**src/rtl/vconn_ocp_pkg.sv**
```systemverilog
package vconn_ocp_pkg;
  typedef enum logic [1:0] {
    ST_IDLE  = 2'd0,
    ST_ON    = 2'd1,
    ST_GRACE = 2'd2,
    ST_OFF   = 2'd3
  } sup_state_e;

  localparam int unsigned CLR_IRQ = 0;
  localparam int unsigned CLR_FLT = 1;
endpackage

```
**src/rtl/vconn_lim_reg.sv**
```systemverilog
module vconn_lim_reg #(
  parameter int unsigned LIM_W   = 3,
  parameter int unsigned LIM_MAX = 4,
  parameter int unsigned LIM_RST = 0
) (
  input  logic             clk_i,
  input  logic             rst_ni,
  input  logic             wr_i,
  input  logic [LIM_W-1:0] wdata_i,
  output logic [LIM_W-1:0] lim_o,
  output logic             raise_o
);
  logic [LIM_W-1:0] lim_q;
  logic             valid;

  assign valid   = (wdata_i <= LIM_W'(LIM_MAX));
  // higher code is always a looser limit; top code means unlimited
  assign raise_o = wr_i && valid && (wdata_i > lim_q);
  assign lim_o   = lim_q;

  always_ff @(posedge clk_i or negedge rst_ni) begin
    if (!rst_ni)            lim_q <= LIM_W'(LIM_RST);
    else if (wr_i && valid) lim_q <= wdata_i;
  end
endmodule

```
**src/rtl/vconn_ms_timer.sv**
```systemverilog
module vconn_ms_timer #(
  parameter int unsigned LIMIT = 3
) (
  input  logic clk_i,
  input  logic rst_ni,
  input  logic clr_i,
  input  logic inc_i,
  output logic done_o
);
  localparam int unsigned CW = $clog2(LIMIT + 1);

  logic [CW-1:0] cnt_q;

  assign done_o = inc_i && !clr_i && (cnt_q == CW'(LIMIT - 1));

  always_ff @(posedge clk_i or negedge rst_ni) begin
    if (!rst_ni)             cnt_q <= '0;
    else if (clr_i || done_o) cnt_q <= '0;
    else if (inc_i)          cnt_q <= cnt_q + 1'b1;
  end
endmodule

```
**src/rtl/vconn_sup_fsm.sv**
```systemverilog
module vconn_sup_fsm
  import vconn_ocp_pkg::*;
(
  input  logic       clk_i,
  input  logic       rst_ni,
  input  logic       link_i,
  input  logic       active_cc_i,
  input  logic       qual_done_i,
  input  logic       grace_done_i,
  input  logic       raise_i,
  input  logic [1:0] sts_clr_i,
  output sup_state_e state_o,
  output logic       en_cc1_o,
  output logic       en_cc2_o,
  output logic       irq_o,
  output logic       fault_o,
  output logic       irq_set_o
);
  sup_state_e st_q, st_d;
  logic side_q, side_d;
  logic irq_q, flt_q, flt_set, pwr;

  always_comb begin
    st_d    = st_q;
    side_d  = side_q;
    irq_set_o = 1'b0;
    flt_set = 1'b0;
    unique case (st_q)
      ST_IDLE: if (link_i) begin
        st_d   = ST_ON;
        side_d = active_cc_i;
      end
      ST_ON: begin
        if (!link_i) st_d = ST_IDLE;
        else if (qual_done_i) begin
          st_d      = ST_GRACE;
          irq_set_o = 1'b1;
        end
      end
      ST_GRACE: begin
        if (!link_i)           st_d = ST_IDLE;
        else if (raise_i)      st_d = ST_ON;
        else if (grace_done_i) begin
          st_d    = ST_OFF;
          flt_set = 1'b1;
        end
      end
      ST_OFF:  if (!link_i) st_d = ST_IDLE;
      default: st_d = ST_IDLE;
    endcase
  end

  always_ff @(posedge clk_i or negedge rst_ni) begin
    if (!rst_ni) begin
      st_q   <= ST_IDLE;
      side_q <= 1'b0;
      irq_q  <= 1'b0;
      flt_q  <= 1'b0;
    end else begin
      st_q   <= st_d;
      side_q <= side_d;
      irq_q  <= irq_set_o | (irq_q & ~sts_clr_i[CLR_IRQ]);
      flt_q  <= flt_set   | (flt_q & ~sts_clr_i[CLR_FLT]);
    end
  end

  assign pwr      = (st_q == ST_ON) || (st_q == ST_GRACE);
  // supply the pin that is not carrying the cable's CC line
  assign en_cc1_o = pwr &&  side_q;
  assign en_cc2_o = pwr && !side_q;
  assign irq_o    = irq_q;
  assign fault_o  = flt_q;
  assign state_o  = st_q;
endmodule

```
**src/rtl/vconn_ocp_ctrl.sv**
```systemverilog
module vconn_ocp_ctrl
  import vconn_ocp_pkg::*;
#(
  parameter int unsigned QUAL_MS  = 3,
  parameter int unsigned GRACE_MS = 12,
  parameter int unsigned LIM_W    = 3,
  parameter int unsigned LIM_MAX  = 4,
  parameter int unsigned LIM_RST  = 0
) (
  input  logic             clk_i,
  input  logic             rst_ni,
  input  logic             tick_ms_i,
  input  logic             attached_i,
  input  logic             vconn_req_i,
  input  logic             active_cc_i,
  input  logic             oc_flag_i,
  input  logic             lim_wr_i,
  input  logic [LIM_W-1:0] lim_wdata_i,
  input  logic [1:0]       sts_clr_i,
  output logic             en_cc1_o,
  output logic             en_cc2_o,
  output logic [LIM_W-1:0] lim_code_o,
  output logic             irq_o,
  output logic             fault_o
);
  sup_state_e state;
  logic link, raise, qual_done, grace_done;
  logic in_on, in_grace;
  logic off_w, irq_set_w;

  assign link     = attached_i && vconn_req_i;
  assign in_on    = (state == ST_ON);
  assign in_grace = (state == ST_GRACE);
  assign off_w    = (state == ST_OFF);

  vconn_lim_reg #(
    .LIM_W  (LIM_W),
    .LIM_MAX(LIM_MAX),
    .LIM_RST(LIM_RST)
  ) u_lim (
    .clk_i  (clk_i),
    .rst_ni (rst_ni),
    .wr_i   (lim_wr_i),
    .wdata_i(lim_wdata_i),
    .lim_o  (lim_code_o),
    .raise_o(raise)
  );

  // qualification: any low flag sample restarts the window
  vconn_ms_timer #(.LIMIT(QUAL_MS)) u_qual (
    .clk_i (clk_i),
    .rst_ni(rst_ni),
    .clr_i (!(in_on && oc_flag_i)),
    .inc_i (tick_ms_i),
    .done_o(qual_done)
  );

  vconn_ms_timer #(.LIMIT(GRACE_MS)) u_grace (
    .clk_i (clk_i),
    .rst_ni(rst_ni),
    .clr_i (!in_grace || raise),
    .inc_i (tick_ms_i),
    .done_o(grace_done)
  );

  vconn_sup_fsm u_fsm (
    .clk_i       (clk_i),
    .rst_ni      (rst_ni),
    .link_i      (link),
    .active_cc_i (active_cc_i),
    .qual_done_i (qual_done),
    .grace_done_i(grace_done),
    .raise_i     (raise),
    .sts_clr_i   (sts_clr_i),
    .state_o     (state),
    .en_cc1_o    (en_cc1_o),
    .en_cc2_o    (en_cc2_o),
    .irq_o       (irq_o),
    .fault_o     (fault_o),
    .irq_set_o   (irq_set_w)
  );
endmodule

```
**config.mk**
```make
export PLATFORM = sky130hd
export DESIGN_NAME = vconn_ocp_ctrl
export DESIGN_NICKNAME = d
export VERILOG_FILES = /design/src/rtl/vconn_ocp_pkg.sv /design/src/rtl/vconn_lim_reg.sv /design/src/rtl/vconn_ms_timer.sv /design/src/rtl/vconn_sup_fsm.sv /design/src/rtl/vconn_ocp_ctrl.sv
export SDC_FILE = /design/constraint.sdc
export NUM_CORES = 1
export LEC_CHECK = 0
export ABC_AREA = 1
export BUFFER_PORTS_ARGS = -buffer_cell sky130_fd_sc_hd__buf_4
export CORE_ASPECT_RATIO = 0.8
export CORE_MARGIN = 2
export CORE_UTILIZATION = 37
export DETAILED_ROUTE_END_ITERATION = 16
export GPL_ROUTABILITY_DRIVEN = 0
export PLACE_DENSITY = 0.68
export SLEW_MARGIN = 25
export SYNTH_ARGS = -nofsm -noshare
export SYNTH_HDL_FRONTEND = slang
export SYNTH_SLANG_ARGS = --single-unit
```
**constraint.sdc**
```tcl
create_clock -name clk_i -period 2.7 [get_ports clk_i]
set_clock_uncertainty 0.05 [all_clocks]
set_input_delay 0.405 -clock clk_i [delete_from_list [all_inputs] [get_ports clk_i]]
set_output_delay 0.405 -clock clk_i [all_outputs]
set_load 0.01 [all_outputs]
```
==> results of run 1 <==
==> area by class of cell <==
cell class              count  area share
inverters                  21      0.0737
flip-flops and latches     14       0.327
clock buffers               4      0.0339
multi-input cells          70       0.393
repair buffers             20       0.143
well taps                  25      0.0292
==> layout by cell type (no fill, tap or decap), drive strengths merged <==
| cell type | instances |
|---|---|
| nor2 | 13 |
| clkbuf | 4 |
| dfrtp | 14 |
| nand2 | 20 |
| ha | 10 |
| dlygate4sd3 | 1 |
| buf | 19 |
| xor2 | 2 |
| o22ai | 2 |
| o21ai | 5 |
| nor3 | 1 |
| mux2i | 1 |
| or2 | 1 |
| o211ai | 1 |
| nand4 | 2 |
| a21oi | 4 |
| inv | 21 |
| nand3 | 8 |
==> where the power goes <==
part	internal, mW	total (mW)	switching, mW
combinational	0.116	0.261	0.145
sequential	0.240	0.266	0.0256
clock	0.0820	0.151	0.0687
total	0.438	0.678	0.239
==> cells by family (layout without fill, tap and decap cells) <==
logic type,after synthesis,count (layout),synth area share
adder cells (fa/ha/maj),10,10,0.147
multiplexers,1,1,0.0118
XOR/XNOR,2,2,0.0206
buffers and inverters,21,45,0.0928
AND/OR/NAND/NOR,45,45,0.239
AO/OA/AOI/OAI,12,12,0.0766
flip-flops,14,14,0.412
==> worst paths after layout <==
check	slack, ns	from	depth (start not counted)	endpoint
min in group asynchronous	0.45	rst_ni	2	u_grace.cnt_q[2]
max in group asynchronous	1.98	rst_ni	2	u_lim.lim_o[1]
worst max-delay path	0.93	u_fsm.state_o[1]	5	en_cc2_o
worst max register to register	1.12	u_fsm.state_o[1]	9	u_fsm.state_o[1]
worst min register to register	0.44	u_qual.cnt_q[0]	1	u_qual.cnt_q[0]
worst min-delay path	0.25	sts_clr_i[1]	2	u_fsm.fault_o
==> worst max-delay path, cell delays in order (launching register included) <==
cell,delay (ns)
sky130_fd_sc_hd__dfrtp_1,0.41
sky130_fd_sc_hd__inv_1,0.10
sky130_fd_sc_hd__ha_1,0.29
sky130_fd_sc_hd__inv_1,0.04
sky130_fd_sc_hd__nor2_1,0.07
sky130_fd_sc_hd__buf_4,0.12
==> flip-flops by register name (all words and copies together) (netlist names) <==
name           count
u_fsm.side_q       1
u_qual.cnt_q       2
u_fsm.state_o      2
u_grace.cnt_q      4
u_lim.lim_o        3
u_fsm.irq_o        1
u_fsm.fault_o      1
==> metrics by stage <==
stage          instances  cell area [µm²]
2_1_floorplan        105              850
3_3_place_gp         149             1020
3_5_place_dp         149             1020
4_1_cts              154             1070
5_1_grt              154             1070
6_report             154             1070
==> metal layers <==
layer,wire (µm),GRT usage
met2,791,0.248
met3,52,0.0523
met5,0,0
met4,18,0.0465
met1,750,0.160
==> impl_metrics.env, run 1 <==
export IMPL_cellPowerDensity_mw_per_mm2=633
export IMPL_gr_total_overflow=0
export IMPL_timing_setup_critical_path_class="reg2out"
export IMPL_number_of_enable_type_register_cells_in_the_synthesized_netlist=0
export IMPL_fin_nets=153
export IMPL_p_leak_nw=0.555
export IMPL_timing_hold_violations_final=0
export IMPL_netlist_top_cells_count="sky130_fd_sc_hd__inv_1 (21), sky130_fd_sc_hd__nand2_1 (20), sky130_fd_sc_hd__dfrtp_1 (14), sky130_fd_sc_hd__nor2_1 (11), sky130_fd_sc_hd__ha_1 (10)"
export IMPL_ctsHtreeMaxLevel=1
export IMPL_final_min_period_over_clock_period=0.656
export IMPL_clock_root_cell="sky130_fd_sc_hd__clkbuf_4"
export IMPL_setup_ws_ns=0.928
export IMPL_die_area_mm2=0.00270
export IMPL_antenna_left=0
export IMPL_relative_slew_margins=0.874
export IMPL_timing_setup_tns_ns=0
export IMPL_drt_iter0_markers=12
export IMPL_yosys_warnings=0
export IMPL_vias_per_cell=4.71
export IMPL_post_cts_setup_buffers=0
export IMPL_clock_sinks=14
export IMPL_grt_max_degree=15
export IMPL_num_antenna_cells=0
export IMPL_vias=725
export IMPL_post_synth_main_area_contributors="sky130_fd_sc_hd__dfrtp_1 (41%), sky130_fd_sc_hd__ha_1 (15%), sky130_fd_sc_hd__inv_1 (9.3%)"
export IMPL_number_of_rows_created_at_floorplan=15
export IMPL_synth_most_common_cell="sky130_fd_sc_hd__inv_1"
export IMPL_crit_path_max_fanout=4
export IMPL_synth_nets=128
export IMPL_synthesis_instances=105
export IMPL_synth_largest_area_cell="sky130_fd_sc_hd__dfrtp_1"
export IMPL_yosysSeqAreaShare=0.412
export IMPL_ys_ff_latch=14
export IMPL_fp_dieW_um=57.6
export IMPL_syn_cell_area_um2=850
export IMPL_detailedPlacementHpwl_um=1270
export IMPL_ios=20
export IMPL_whs_ns=0.247
export IMPL_seq_area_um2=350
export IMPL_postLayoutCoreUtil=0.496
export IMPL_timing_final_setup_violations=0
export IMPL_vdd_ir_drop_max_v=0.000425
export IMPL_final_layout_size_suffix_gt1_frac=0.209
export IMPL_tritoncts_num_buffers=3
export IMPL_tritoncts_clock_tree="done"
export IMPL_total_power_uw=678
export IMPL_crit_arrival_ns=1.32
export IMPL_endpoint_kind="primary output"
export IMPL_clkTransAtPathRegs_ns=0.08
export IMPL_via_count_of_the_first_global_routing_pass=659
export IMPL_insertion_delay_ns=0.28
export IMPL_grt_antenna_before_repair=0
export IMPL_syn2layout_area_growth_pct=25.9
export IMPL_core_region_area_mm2=0.00216
export IMPL_grt_usage=0.140
export IMPL_max_clock_path_buffers=2
export IMPL_timing_worst_slew_pin_value_ns=0.189
export IMPL_synth_top_area_frac=0.412
export IMPL_fillCellCount=204
export IMPL_cap_violations=0
export IMPL_fp_dieH_um=46.9
export IMPL_drt_first_pass_iters=4
export IMPL_finalWirelength_um=1610
export IMPL_grt_setup_unrepaired="false"
export IMPL_multi_input_combinational_cell_area_um2=420
export IMPL_startpoint_type="flop"
export IMPL_wire_length_of_the_first_global_routing_pass_um=2810
export IMPL_result_of_the_run="finished, final reports clean"
export IMPL_hp_class="in2reg"
export IMPL_ctsHoldBuffers=1
export IMPL_min_period_ns=1.77
export IMPL_placement_setup_worst_slack_ns=1.05
export IMPL_max_freq_ghz=0.564
export IMPL_drt_wirelength_per_cell_um=10.5
export IMPL_syn_mean_instance_area_um2=8.09
export IMPL_yosys_most_used_dff="sky130_fd_sc_hd__dfrtp_1"
export IMPL_io_buffers=19
export IMPL_initial_core_util=0.394
export IMPL_asyncSetResetFlopFracSynth=1.00
export IMPL_postCtsResizedCells=0
export IMPL_route_detailed_drc=0
export IMPL_netlist_cell_type_count=18
export IMPL_report_final_slew_viol_count=0
export IMPL_cp_data_required_time_ns=2.25
No activity file was read; power rests on OpenSTA's default activity.
==> run 2: changes to the inputs <==
- PLACE_DENSITY: 0.68 -> 0.7
- clock period: 2.7 -> 1.57 ns (I/O delays scaled with it)
==> impl_metrics.env, run 2 (synthesis gave the netlist of run 1 again) <==
export IMPL_result_of_the_run="finished with violations"
export IMPL_violations_in_the_final_reports="setup timing"
export IMPL_ios=20
export IMPL_drt_iter0_markers=31
export IMPL_slowest_stage="sky130_fd_sc_hd__dfrtp_1"
export IMPL_startpoint_type="flop"
export IMPL_endpoint_kind="primary output"
export IMPL_mostFrequentLayoutCells="sky130_fd_sc_hd__buf_4 (24), sky130_fd_sc_hd__inv_1 (18), sky130_fd_sc_hd__nand2_1 (18)"
export IMPL_p_leak_nw=0.600
export IMPL_timing_reg2reg_worst_path_depth=10
export IMPL_cellPowerDensity_mw_per_mm2=1160
export IMPL_final_instance_count_excl_fill=162
export IMPL_insertion_delay_ns=0.28
export IMPL_fillCellCount=196
export IMPL_max_clock_path_buffers=2
export IMPL_fp_dieW_um=57.6
export IMPL_regToRegSetupSlack_ns=-0.02
export IMPL_grt_antenna_before_repair=0
export IMPL_vias_per_cell=4.69
export IMPL_worst_r2r_dst="u_fsm.state_o[0]"
export IMPL_share_clk_of_total_power=0.187
export IMPL_crit_path_max_fanout=2
export IMPL_critical_path_cell_chain="inv_2, buf_6, ha_4, inv_2, nor2_2, buf_4"
export IMPL_vdd_ir_drop_max_v=0.000593
export IMPL_io_buffers=19
export IMPL_number_of_rows_created_at_floorplan=15
export IMPL_dpl_cell_count=151
export IMPL_wire_length_of_the_first_global_routing_pass_um=3100
export IMPL_most_common_cell_after_layout_fill_and_taps_aside="sky130_fd_sc_hd__buf_4"
export IMPL_timing_hold_worst_start="sts_clr_i[1]"
export IMPL_hold_path_endpoint="u_fsm.fault_o"
export IMPL_power_combinational_fraction=0.490
export IMPL_power_frac_seq=0.323
export IMPL_timing_setup_critical_path_class="reg2out"
export IMPL_ctsHtreeMaxLevel=1
export IMPL_final_layout_size_suffix_gt1_frac=0.358
export IMPL_p_sw_frac=0.363
export IMPL_crit_arrival_ns=1.32
export IMPL_final_min_period_over_clock_period=1.02
export IMPL_timing_worst_slew_pin_value_ns=0.222
export IMPL_clock_sinks=14
export IMPL_initial_core_util=0.394
export IMPL_route_detailed_drc=0
export IMPL_via_count_of_the_first_global_routing_pass=721
export IMPL_gr_total_overflow=0
export IMPL_registers_top_by_ff_count="u_grace.cnt_q"
export IMPL_grt_max_degree=15
export IMPL_hold_path_depth=2
export IMPL_internal_power_uw=898
export IMPL_tritoncts_clock_tree="done"
export IMPL_num_antenna_cells=0
export IMPL_min_period_ns=1.60
export IMPL_grt_setup_unrepaired="true"
export IMPL_total_power_mw=1.41
export IMPL_grt_usage=0.154
export IMPL_core_region_area_mm2=0.00216
export IMPL_timing_hold_violations_final=0
export IMPL_cpMostUsedCell="sky130_fd_sc_hd__inv_2"
export IMPL_cap_violations=0
export IMPL_fin_nets=161
export IMPL_drt_wirelength_per_cell_um=11.5
export IMPL_vias=759
export IMPL_reg_to_reg_critical_path_startpoint="u_fsm.state_o[1]"
export IMPL_hp_class="in2reg"
export IMPL_clkTransAtPathRegs_ns=0.09
export IMPL_critical_path_max_stage_delay_ns=0.38
export IMPL_die_area_mm2=0.00270
export IMPL_postLayoutCoreUtil=0.561
export IMPL_clock_root_cell="sky130_fd_sc_hd__clkbuf_4"
export IMPL_setup_ws_ns=-0.0331
export IMPL_drt_first_pass_iters=4
export IMPL_report_final_slew_viol_count=0
export IMPL_finalWirelength_um=1860
export IMPL_largest_register_ffs=4
export IMPL_fp_dieH_um=46.9
export IMPL_relative_slew_margins=0.851
export IMPL_tritoncts_num_buffers=3
export IMPL_detailedPlacementHpwl_um=1300
export IMPL_timing_final_setup_violations=2
export IMPL_antenna_left=0
export IMPL_syn2layout_area_growth_pct=42.6
export IMPL_placement_setup_worst_slack_ns=0.0616
export IMPL_power_switching_uw=511
export IMPL_cp_data_required_time_ns=1.28
export IMPL_max_freq_ghz=0.624
==> run 2: worst max path at each step <==
stage | depth (start not counted) | startpoint | end | slack [ns]
floorplan | 8 | u_lim.lim_o[2] | u_fsm.state_o[1] | 0.13
global placement | 8 | u_lim.lim_o[2] | u_fsm.state_o[1] | 0.13
detailed placement | 7 | u_lim.lim_o[2] | u_grace.cnt_q[0] | 0.06
CTS | 6 | u_fsm.state_o[1] | en_cc2_o | -0.05
global route | 10 | u_fsm.state_o[1] | u_fsm.state_o[0] | -0.13
finish | 6 | u_fsm.state_o[1] | en_cc2_o | -0.03
==> run 2: area by class of cell <==
cell class / count / area [µm²] / area share
Inverter: 21 / 78.8 / 0.0651
Multi-Input combinational cell: 70 / 490 / 0.405
Clock buffer: 4 / 36.3 / 0.0300
Timing Repair Buffer: 28 / 224 / 0.185
Tap cell: 25 / 31.3 / 0.0258
Sequential cell: 14 / 350 / 0.289
==> run 2: stage by stage <==
stage / hold WS, ns / TNS, ns / area (µm²)
5_1_grt: 0.0622 / -0.402 / 1210
6_report: 0.0745 / -0.0537 / 1210
2_1_floorplan: -0.110 / 0 / 850
3_3_place_gp: 0.0470 / 0 / 1040
4_1_cts: 0.0656 / -0.0456 / 1130
3_5_place_dp: 0.0480 / 0 / 1040
==> run 2: worst max-delay path, delay by kind of cell, from the launching register on <==
family                     cells  cell delay (ns)
and+or+nand+nor                1             0.07
buffers and inverters          4             0.33
DFF                            1             0.38
adders and majority gates      1             0.26
==> run 2: power groups by stage <==
stage               combinational, mW  sequential [mW]  clock, mW
floorplan                       0.290            0.459          0
global placement                0.448            0.458          0
detailed placement              0.467            0.460          0
CTS                             0.570            0.449      0.275
global route                    0.769            0.460      0.291
finish                          0.691            0.455      0.263
==> run 2: what timing repair did <==
action	4_1_cts	5_1_grt
buffers inserted	4	2
endpoints found under the hold margin	14	0
pin swaps	2	6
resized for setup	4	16
hold buffers	1	0
setup endpoints to repair	2	6
==> run 2: routing by layer <==
layer	global-route usage	wire length (µm)
met5	0	0
met4	0.0465	20
met3	0.0551	85
met2	0.282	941
met1	0.175	813
==> run 3: changes to the inputs <==
- CELL_PAD_IN_SITES_DETAIL_PLACEMENT: default -> 0
- CELL_PAD_IN_SITES_GLOBAL_PLACEMENT: default -> 1
- PLACE_DENSITY: 0.7 -> 0.85
- clock period: 1.57 -> 1.75 ns (I/O delays scaled with it)
==> impl_metrics.env, run 3 (synthesis gave the netlist of run 1 again) <==
export IMPL_max_clock_path_buffers=2
export IMPL_report_final_slew_viol_count=0
export IMPL_num_antenna_cells=0
export IMPL_fin_area_mm2=0.00107
export IMPL_timing_setup_critical_path_class="reg2out"
export IMPL_cp_data_required_time_ns=1.44
export IMPL_crit_path_max_fanout=4
export IMPL_endpoint_kind="primary output"
export IMPL_result_of_the_run="finished, final reports clean"
export IMPL_fin_nets=153
export IMPL_dpl_cell_count=149
export IMPL_grt_antenna_before_repair=0
export IMPL_min_period_ns=1.65
export IMPL_cellPowerDensity_mw_per_mm2=975
export IMPL_relative_slew_margins=0.874
export IMPL_final_instance_count_excl_fill=154
export IMPL_clock_sinks=14
export IMPL_vdd_ir_drop_max_v=0.000504
export IMPL_tritoncts_clock_tree="done"
export IMPL_cap_violations=0
export IMPL_io_buffers=19
export IMPL_route_detailed_drc=0
export IMPL_most_common_cell_after_layout_fill_and_taps_aside="sky130_fd_sc_hd__inv_1"
export IMPL_mostFrequentLayoutCells="sky130_fd_sc_hd__inv_1 (21), sky130_fd_sc_hd__nand2_1 (20), sky130_fd_sc_hd__buf_4 (19)"
export IMPL_grt_max_degree=15
export IMPL_clkTransAtPathRegs_ns=0.09
export IMPL_crit_arrival_ns=1.34
export IMPL_detailedPlacementHpwl_um=1210
export IMPL_timing_worst_slew_pin_value_ns=0.189
export IMPL_postLayoutCoreUtil=0.496
export IMPL_fp_dieW_um=57.6
export IMPL_fillCellCount=213
export IMPL_largest_register_ffs=4
export IMPL_registers_top_by_ff_count="u_grace.cnt_q"
export IMPL_finalWirelength_um=1530
export IMPL_gr_total_overflow=0
export IMPL_setup_ws_ns=0.101
export IMPL_p_leak_nw=0.555
export IMPL_wire_length_of_the_first_global_routing_pass_um=2600
export IMPL_vias=690
export IMPL_vias_per_cell=4.48
export IMPL_clock_root_cell="sky130_fd_sc_hd__clkbuf_4"
export IMPL_grt_usage=0.131
export IMPL_ios=20
export IMPL_final_min_period_over_clock_period=0.942
export IMPL_number_of_rows_created_at_floorplan=15
export IMPL_drt_iter0_markers=13
export IMPL_fp_dieH_um=46.9
export IMPL_drt_first_pass_iters=4
export IMPL_syn2layout_area_growth_pct=25.9
export IMPL_startpoint_type="flop"
export IMPL_via_count_of_the_first_global_routing_pass=613
export IMPL_initial_core_util=0.394
export IMPL_ctsHtreeMaxLevel=1
export IMPL_drt_wirelength_per_cell_um=9.91
export IMPL_die_area_mm2=0.00270
export IMPL_timing_setup_tns_ns=0
export IMPL_placement_setup_worst_slack_ns=0.242
export IMPL_tritoncts_num_buffers=3
export IMPL_timing_final_setup_violations=0
export IMPL_postCtsResizedCells=0
export IMPL_insertion_delay_ns=0.28
export IMPL_grt_setup_unrepaired="false"
export IMPL_core_region_area_mm2=0.00216
export IMPL_final_layout_size_suffix_gt1_frac=0.209
export IMPL_postPlaceCellArea_mm2=0.00102
export IMPL_antenna_left=0
export IMPL_max_freq_ghz=0.607
export IMPL_timing_hold_violations_final=0
export IMPL_post_cts_setup_buffers=0
export IMPL_hp_class="in2reg"
run 3: changes by cell type in the layout (fill, tap and decap cells not counted), moves of 3 or more:
cell                      delta
sky130_fd_sc_hd__buf_4       -5
sky130_fd_sc_hd__buf_6       -3
sky130_fd_sc_hd__inv_1       +3
sky130_fd_sc_hd__inv_2       -3
sky130_fd_sc_hd__nand3_1     +3
run 3: where the power goes:
part | switching [mW] | internal [mW]
sequential | 0.0397 | 0.370
combinational | 0.218 | 0.178
clock | 0.110 | 0.127
run 3: worst max-delay path, cell delays in order, from the launching register on:
cell	delay, ns
sky130_fd_sc_hd__dfrtp_1	0.41
sky130_fd_sc_hd__inv_1	0.10
sky130_fd_sc_hd__ha_1	0.30
sky130_fd_sc_hd__inv_1	0.04
sky130_fd_sc_hd__nor2_1	0.08
sky130_fd_sc_hd__buf_4	0.12
run 3: final cells by class:
| class | instances | area [µm²] | area share |
|---|---|---|---|
| flip-flops and latches | 14 | 350 | 0.327 |
| inverters | 21 | 78.8 | 0.0737 |
| multi-input cells | 70 | 420 | 0.393 |
| well taps | 25 | 31.3 | 0.0292 |
| repair buffers | 20 | 153 | 0.143 |
| clock buffers | 4 | 36.3 | 0.0339 |
run 3: path summary, 6_finish.rpt:
kind                                   from               end  slack, ns  cells past startpoint
min in group asynchronous            rst_ni  u_grace.cnt_q[2]       0.31                      2
min                            sts_clr_i[0]       u_fsm.irq_o       0.09                      2
max in group asynchronous            rst_ni      u_fsm.side_q       1.16                      2
min reg2reg                 u_qual.cnt_q[0]   u_qual.cnt_q[0]       0.44                      1
max reg2reg                u_fsm.state_o[1]  u_fsm.state_o[0]       0.24                      9
max                        u_fsm.state_o[0]          en_cc2_o       0.10                      5
run 3: per-layer routing:
| metal | global-route usage | routed length [µm] | part of all wire |
|---|---|---|---|
| met5 | 0 | 0 | 0 |
| met4 | 0.0279 | 7 | 0.0046 |
| met3 | 0.0579 | 72 | 0.047 |
| met2 | 0.202 | 674 | 0.44 |
| met1 | 0.172 | 770 | 0.50 |
run 3: metrics by stage:
step                power, mW  hold slack [ns]
finish                   1.04           0.0894
CTS                      1.06           0.0813
floorplan               0.673          -0.0831
detailed placement      0.813           0.0745
global route             1.14           0.0803
global placement        0.805           0.0756
run 3: what timing repair did:
| item | in CTS | in global routing |
|---|---|---|
| setup endpoints to repair | 0 | 0 |
| hold buffers | 1 | 0 |
| endpoints found under the hold margin | 14 | 0 |
